$ cat config.mk
export PLATFORM = sky130hd
export DESIGN_NAME = uwire_eeprom_ctrl
export DESIGN_NICKNAME = d
export VERILOG_FILES = /design/src/rtl/uwire_pkg.sv /design/src/rtl/uwire_tick.sv /design/src/rtl/uwire_poll_timer.sv /design/src/rtl/uwire_frame.sv /design/src/rtl/uwire_eeprom_ctrl.sv
export SDC_FILE = /design/constraint.sdc
export NUM_CORES = 1
export LEC_CHECK = 0
export ABC_AREA = 1
export BUFFER_PORTS_ARGS = -buffer_cell sky130_fd_sc_hd__buf_2
export CAP_MARGIN = 5
export CORE_ASPECT_RATIO = 0.75
export CORE_MARGIN = 3
export CORE_UTILIZATION = 62
export DETAILED_ROUTE_END_ITERATION = 7
export PLACE_DENSITY_LB_ADDON = 0.2
export SLEW_MARGIN = 20
export SYNTH_ARGS = -nofsm -noshare
export SYNTH_HDL_FRONTEND = slang
export SYNTH_SLANG_ARGS = --single-unit
$ cat constraint.sdc
create_clock -name clk -period 2.95 [get_ports clk]
set_input_delay 0.295 -clock clk [delete_from_list [all_inputs] [get_ports clk]]
set_output_delay 0.295 -clock clk [all_outputs]
set_load 0.005 [all_outputs]
$ cat src/rtl/uwire_pkg.sv
package uwire_pkg;

    typedef enum logic [1:0] {
        OP_READ  = 2'd0,
        OP_WRITE = 2'd1,
        OP_WREN  = 2'd2,
        OP_WRDIS = 2'd3
    } uw_op_e;

    typedef enum logic [2:0] {
        ST_IDLE,
        ST_SELECT,
        ST_SHIFT_OUT,
        ST_SHIFT_IN,
        ST_GAP,
        ST_POLL,
        ST_PARK
    } uw_state_e;

endpackage

$ cat src/rtl/uwire_tick.sv
module uwire_tick #(
    parameter int DIV_W = 8
) (
    input  logic             clk,
    input  logic             rst_n,
    input  logic             clr,
    input  logic [DIV_W-1:0] div,
    output logic             tick
);
    logic [DIV_W-1:0] cnt;

    assign tick = !clr && (cnt == div);

    always_ff @(posedge clk or negedge rst_n) begin
        if (!rst_n)
            cnt <= '0;
        else if (clr || tick)
            cnt <= '0;
        else
            cnt <= cnt + 1'b1;
    end
endmodule

$ cat src/rtl/uwire_poll_timer.sv
module uwire_poll_timer #(
    parameter int LIMIT = 4096
) (
    input  logic clk,
    input  logic rst_n,
    input  logic run,
    output logic expired
);
    localparam int TW = $clog2(LIMIT + 1);

    logic [TW-1:0] elapsed;

    assign expired = run && (elapsed == TW'(LIMIT - 1));

    always_ff @(posedge clk or negedge rst_n) begin
        if (!rst_n)
            elapsed <= '0;
        else if (!run)
            elapsed <= '0;
        else if (!expired)
            elapsed <= elapsed + 1'b1;
    end
endmodule

$ cat src/rtl/uwire_frame.sv
module uwire_frame
    import uwire_pkg::*;
#(
    parameter int DATA_W      = 16,
    parameter int ADDR_W_NARR = 6,
    parameter int ADDR_W_WIDE = 8,
    parameter int FRAME_W     = 3 + ADDR_W_WIDE + DATA_W,
    parameter int CNT_W       = $clog2(FRAME_W + 1)
) (
    input  uw_op_e                 op,
    input  logic                   wide,
    input  logic [ADDR_W_WIDE-1:0] addr,
    input  logic [DATA_W-1:0]      wdata,
    output logic [FRAME_W-1:0]     frame,
    output logic [CNT_W-1:0]       len
);
    localparam int PAD_W = ADDR_W_WIDE - ADDR_W_NARR;

    logic [1:0]             opc;
    logic [ADDR_W_WIDE-1:0] afield;

    always_comb begin
        unique case (op)
            OP_READ:  opc = 2'b10;
            OP_WRITE: opc = 2'b01;
            default:  opc = 2'b00;
        endcase

        // address held left-justified so the special codes sit in the top bits
        if (op == OP_WREN)
            afield = {2'b11, {(ADDR_W_WIDE-2){1'b0}}};
        else if (op == OP_WRDIS)
            afield = '0;
        else if (wide)
            afield = addr;
        else
            afield = {addr[ADDR_W_NARR-1:0], {PAD_W{1'b0}}};

        if (wide)
            frame = {1'b1, opc, afield, wdata};
        else
            frame = {1'b1, opc, afield[ADDR_W_WIDE-1 -: ADDR_W_NARR], wdata, {PAD_W{1'b0}}};

        len = CNT_W'(3)
            + (wide ? CNT_W'(ADDR_W_WIDE) : CNT_W'(ADDR_W_NARR))
            + ((op == OP_WRITE) ? CNT_W'(DATA_W) : CNT_W'(0));
    end
endmodule

$ cat src/rtl/uwire_eeprom_ctrl.sv
module uwire_eeprom_ctrl
    import uwire_pkg::*;
#(
    parameter int DATA_W      = 16,
    parameter int ADDR_W_NARR = 6,
    parameter int ADDR_W_WIDE = 8,
    parameter int DIV_W       = 8,
    parameter int POLL_LIMIT  = 4096
) (
    input  logic                   clk,
    input  logic                   rst_n,
    input  logic                   cfg_wide,
    input  logic [DIV_W-1:0]       div_cfg,
    input  logic                   req_valid,
    output logic                   req_ready,
    input  logic [1:0]             req_op,
    input  logic [ADDR_W_WIDE-1:0] req_addr,
    input  logic [DATA_W-1:0]      req_wdata,
    output logic                   rsp_done,
    output logic [DATA_W-1:0]      rsp_rdata,
    output logic                   rsp_err,
    output logic                   mw_cs,
    output logic                   mw_sk,
    output logic                   mw_dout,
    input  logic                   mw_din
);
    localparam int FRAME_W = 3 + ADDR_W_WIDE + DATA_W;
    localparam int CNT_W   = $clog2(FRAME_W + 1);
    localparam int RD_BITS = DATA_W + 1;

    uw_state_e              state, nxt;
    uw_op_e                 op_q;
    logic                   hi;
    logic                   sk_q;
    logic [FRAME_W-1:0]     shreg;
    logic [CNT_W-1:0]       bits_left;
    logic [DATA_W-1:0]      rd_sh;
    logic                   rdy_seen;
    logic                   done_q;
    logic                   err_q;
    logic                   div_tick;
    logic                   poll_expired;
    logic [FRAME_W-1:0]     frame_w;
    logic [CNT_W-1:0]       len_w;
    logic                   fall;

    uwire_tick #(.DIV_W(DIV_W)) u_tick (
        .clk   (clk),
        .rst_n (rst_n),
        .clr   (state == ST_IDLE || poll_expired),
        .div   (div_cfg),
        .tick  (div_tick)
    );

    uwire_poll_timer #(.LIMIT(POLL_LIMIT)) u_timer (
        .clk     (clk),
        .rst_n   (rst_n),
        .run     (state == ST_POLL),
        .expired (poll_expired)
    );

    uwire_frame #(
        .DATA_W      (DATA_W),
        .ADDR_W_NARR (ADDR_W_NARR),
        .ADDR_W_WIDE (ADDR_W_WIDE),
        .FRAME_W     (FRAME_W),
        .CNT_W       (CNT_W)
    ) u_frame (
        .op    (uw_op_e'(req_op)),
        .wide  (cfg_wide),
        .addr  (req_addr),
        .wdata (req_wdata),
        .frame (frame_w),
        .len   (len_w)
    );

    assign fall = div_tick && hi;

    // next-state logic
    always_comb begin
        nxt = state;
        unique case (state)
            ST_IDLE:      if (req_valid) nxt = ST_SELECT;
            ST_SELECT:    if (fall) nxt = ST_SHIFT_OUT;
            ST_SHIFT_OUT: if (fall && bits_left == CNT_W'(1)) begin
                              if (op_q == OP_READ)       nxt = ST_SHIFT_IN;
                              else if (op_q == OP_WRITE) nxt = ST_GAP;
                              else                       nxt = ST_PARK;
                          end
            ST_SHIFT_IN:  if (fall && bits_left == CNT_W'(1)) nxt = ST_PARK;
            ST_GAP:       if (fall) nxt = ST_POLL;
            ST_POLL:      if (poll_expired || (fall && rdy_seen)) nxt = ST_PARK;
            ST_PARK:      if (fall) nxt = ST_IDLE;
            default:      nxt = ST_IDLE;
        endcase
    end

    // state register
    always_ff @(posedge clk or negedge rst_n) begin
        if (!rst_n) state <= ST_IDLE;
        else        state <= nxt;
    end

    // datapath: serial phase, shifters, response
    always_ff @(posedge clk or negedge rst_n) begin
        if (!rst_n) begin
            op_q      <= OP_READ;
            hi        <= 1'b0;
            sk_q      <= 1'b0;
            shreg     <= '0;
            bits_left <= '0;
            rd_sh     <= '0;
            rdy_seen  <= 1'b0;
            done_q    <= 1'b0;
            err_q     <= 1'b0;
        end else begin
            done_q <= 1'b0;
            if (state == ST_IDLE) begin
                hi   <= 1'b0;
                sk_q <= 1'b0;
                if (req_valid) begin
                    shreg     <= frame_w;
                    bits_left <= len_w;
                    op_q      <= uw_op_e'(req_op);
                    err_q     <= 1'b0;
                end
            end else if (poll_expired) begin
                hi    <= 1'b0;
                sk_q  <= 1'b0;
                err_q <= 1'b1;
            end else if (div_tick) begin
                hi <= !hi;
                if (!hi) begin
                    // rising phase boundary: sample input here
                    if (state != ST_GAP) sk_q <= 1'b1;
                    if (state == ST_SHIFT_IN) rd_sh <= {rd_sh[DATA_W-2:0], mw_din};
                    if (state == ST_POLL) rdy_seen <= mw_din;
                end else begin
                    sk_q <= 1'b0;
                    unique case (state)
                        ST_SHIFT_OUT: begin
                            shreg <= {shreg[FRAME_W-2:0], 1'b0};
                            if (bits_left == CNT_W'(1)) bits_left <= CNT_W'(RD_BITS);
                            else                        bits_left <= bits_left - 1'b1;
                        end
                        ST_SHIFT_IN: bits_left <= bits_left - 1'b1;
                        ST_GAP:      rdy_seen <= 1'b0;
                        ST_PARK:     done_q <= 1'b1;
                        default:     ;
                    endcase
                end
            end
        end
    end

    // outputs
    always_comb begin
        req_ready = (state == ST_IDLE);
        mw_sk     = sk_q;
        mw_cs     = (state == ST_SELECT) || (state == ST_SHIFT_OUT) ||
                    (state == ST_SHIFT_IN) || (state == ST_POLL);
        mw_dout   = (state == ST_SHIFT_OUT) ? shreg[FRAME_W-1] : 1'b0;
        rsp_done  = done_q;
        rsp_err   = done_q && err_q;
        rsp_rdata = rd_sh;
    end
endmodule

==> metrics.yaml <==
max_cap_viol_count: 0
peakVddDrop_mv: 0.6527
die_h_um: 79.72
powerDensity_mw_per_mm2: 795.0
required_ns: 3.19
grt_pass1_wl_um: 16170
hold_violations: 0
synth_area_leaders: "dfrtp_1 44%, nand2_1 12%, o21ai_2 5.5%"
worstMarginPinSlew_ns: 0.9761
slew_viol_final: 0
crit_fanout: 29
synthArstFlopShare: 1.000
setup_violations: 0
start_kind: "flip-flop"
cts.sinks: 79
worst_path_most_repeated_cell: "nand2_4"
fin_crit_sh: 0.7764
synthMostInstantiatedCell: "nand2_1"
synth_top_family_by_area: "simple AND/OR/NAND/NOR gates"
synth-simple-area-share: 0.2710
die_x_um: 104.3
synthFlopType: "dfrtp_1"
power.leakage_nw: 2.603
place.port_buffers: 60
ant_nets: 0
grt_antenna_before_repair: 0
cts_buffer_depth: 2
crit_chain: "nor2_4, nand2_4, inv_2, a21oi_4, nand2_4, nand2_4, nand3_4, buf_12, nand2_2, o21ai_2"
cts_root_buf: "clkbuf_8"
grt_pass1_vias: 3512
htree_levels: 3
cts-buffers-inserted: 9
max_stage_delay_ns: 0.54
relSlewSlack: 0.3493
synthMuxAreaShare: 0.03370
antennaDiodeCount: 0
dp_hpwl_um: 6837
layout_min_cycle_time_ns: 2.290
synth_top_area_share: 0.4401
cts_tree: "built"
rrSetupSlack_ns: 0.66
synth_compound_area_frac: 0.1446
synth_fa_ha_area_frac: 0.01114
crit_cells: 10
syn_area_mm2: 0.004492
synth_top_area_cell: "dfrtp_1"
initial_core_util: 0.6482
arrival_ns: 2.53
drive_gt1_frac: 0.2585
routed_via_density: 5.303
r2r-end: "shreg[25]"
num-nets-final: 653
fin_worst_skew_ns: 0.01080
post_cts_buffers: 0
grtUsageTotal: 0.2423
vias: 3781
status: "completed"
power_mw: 3.984
avgSynthCellArea_um2: 8.093
tns_ns: 0
path_buf_inv: 2
insertion_delay_ns: 0.36
coreArea_mm2: 0.006929
ios: 61
cpLargestDelayFamily: "simple AND/OR/NAND/NOR gates"
rows: 26
crit_path_end_kind: "flip-flop"
synth_common_cells: "142 x nand2_1, 79 x dfrtp_1, 58 x inv_1, 38 x nor2_1, 32 x o21ai_0"
first_iter_violations: 196
remaining_drc_errors: 0
synth_xor_area_frac: 0.01170
cts_resized: 0
cp_slowest_cell: "dfrtp_1"
gp_congestion: 0.9460
criticalPathCategory: "reg2reg"
min_path_type: "in2async"
syn_to_final_growth_pct: 11.56
yosysUniqueCellTypes: 39
r2r_start: "state[0]"
synth_warnings: 0
wl_per_cell_um: 13.36
ys_ff_latch: 79
yosysSeqAreaShare: 0.4401
wirelength_um: 9526
reg2regPathDepth: 10
grt_overflow: 0
dieArea_mm2: 0.008313
clk_pin_slew_worst_paths_ns: 0.09
syn_nets: 598
synth_edf_count: 0
drt-pass1-iter-count: 5
max_freq_ghz: 0.4366
cts_hold_buffers: 0
synth_cells: 555
rsz0062_at_grt: "no"
grt_max_degree: 80
==> registers in the layout, indices dropped and copies added (netlist names) <==
name / cells
u_tick.cnt: 8
err_q: 1
u_timer.elapsed: 13
op_q: 2
rdy_seen: 1
rsp_rdata: 16
shreg: 27
mw_sk: 1
bits_left: 5
rsp_done: 1
hi: 1
state: 3
==> power by group <==
| part | leakage, nW | internal, mW | switching, mW |
|---|---|---|---|
| clock network | 0.0914 | 0.342 | 0.448 |
| registers | 1.06 | 1.33 | 0.223 |
| logic | 1.45 | 0.604 | 1.03 |
| total | 2.60 | 2.28 | 1.70 |
==> routing by layer <==
metal	share of wire	up-vias	GRT usage	routed length (um)
met5	0	-	0	0
met4	0.0066	0	0.05046	63
met3	0.058	8	0.07195	551
met2	0.46	106	0.3879	4335
met1	0.48	1771	0.3302	4575
li1	-	1896	-	-
==> kinds of logic after synthesis <==
logic type               Yosys count
adder cells (fa/ha/maj)            4
AND/OR/NAND/NOR                  263
XOR/XNOR                           6
buffers and inverters             89
AO/OA/AOI/OAI                     99
flip-flops                        79
multiplexers                      15
==> per-stage QoR <==
step	hold slack, ns	setup WS [ns]	instances	util	instance area [um2]
floorplan	-0.0005911	1.176	555	-	4492
global placement	0.4488	0.7532	697	0.6957	4821
detailed placement	0.4648	0.6757	697	0.6957	4821
CTS	0.1169	0.6521	713	0.7232	5011
global route	0.1481	0.4920	713	0.7232	5011
finish	0.09292	0.6597	713	0.7232	5011
==> worst max path at each step <==
stage                             startpoint         to  slack (ns)
after floorplan           u_timer.elapsed[0]  shreg[22]        1.18
after global placement    u_timer.elapsed[0]  shreg[25]        0.75
after detailed placement  u_timer.elapsed[0]  shreg[11]        0.68
after CTS                           state[0]   shreg[6]        0.65
after global routing                state[0]   shreg[6]        0.49
final                               state[0]  shreg[25]        0.66
==> layout by cell type (no fill, tap or decap), drive strengths merged <==
cell and n:
nand2 171, dfrtp 79, inv 72, buf 63, o21ai 61, nor2 46
nand3 29, a21oi 21, mux2i 14, clkbuf 10, nor3 8, xor2 6
nand4 6, o22ai 4, ha 4, a31oi 2, nor3b 2, a221oi 2
a211oi 2, a22oi 2, o31ai 2, o211ai 2, clkinvlp 2, clkinv 2
nor4 1, mux2 1, o21a 1
==> worst reg2reg max path: cells and delay by family (launching register included) <==
family | cells | cell delay [ns]
AO/OA/AOI/OAI | 2 | 0.24
buffers and inverters | 2 | 0.49
flip-flops | 1 | 0.54
AND/OR/NAND/NOR | 6 | 0.88
==> area by class of cell <==
cell class                 instances  area, um2
multi-input combinational        387       2121
tap                               98      122.6
fill                             551       1918
inverter                          70      262.8
clock buffer                      10      137.6
clock inverter                     6      52.55
sequential                        79       1977
timing repair buffer              63      337.8
(Power assumes the default switching activity.)
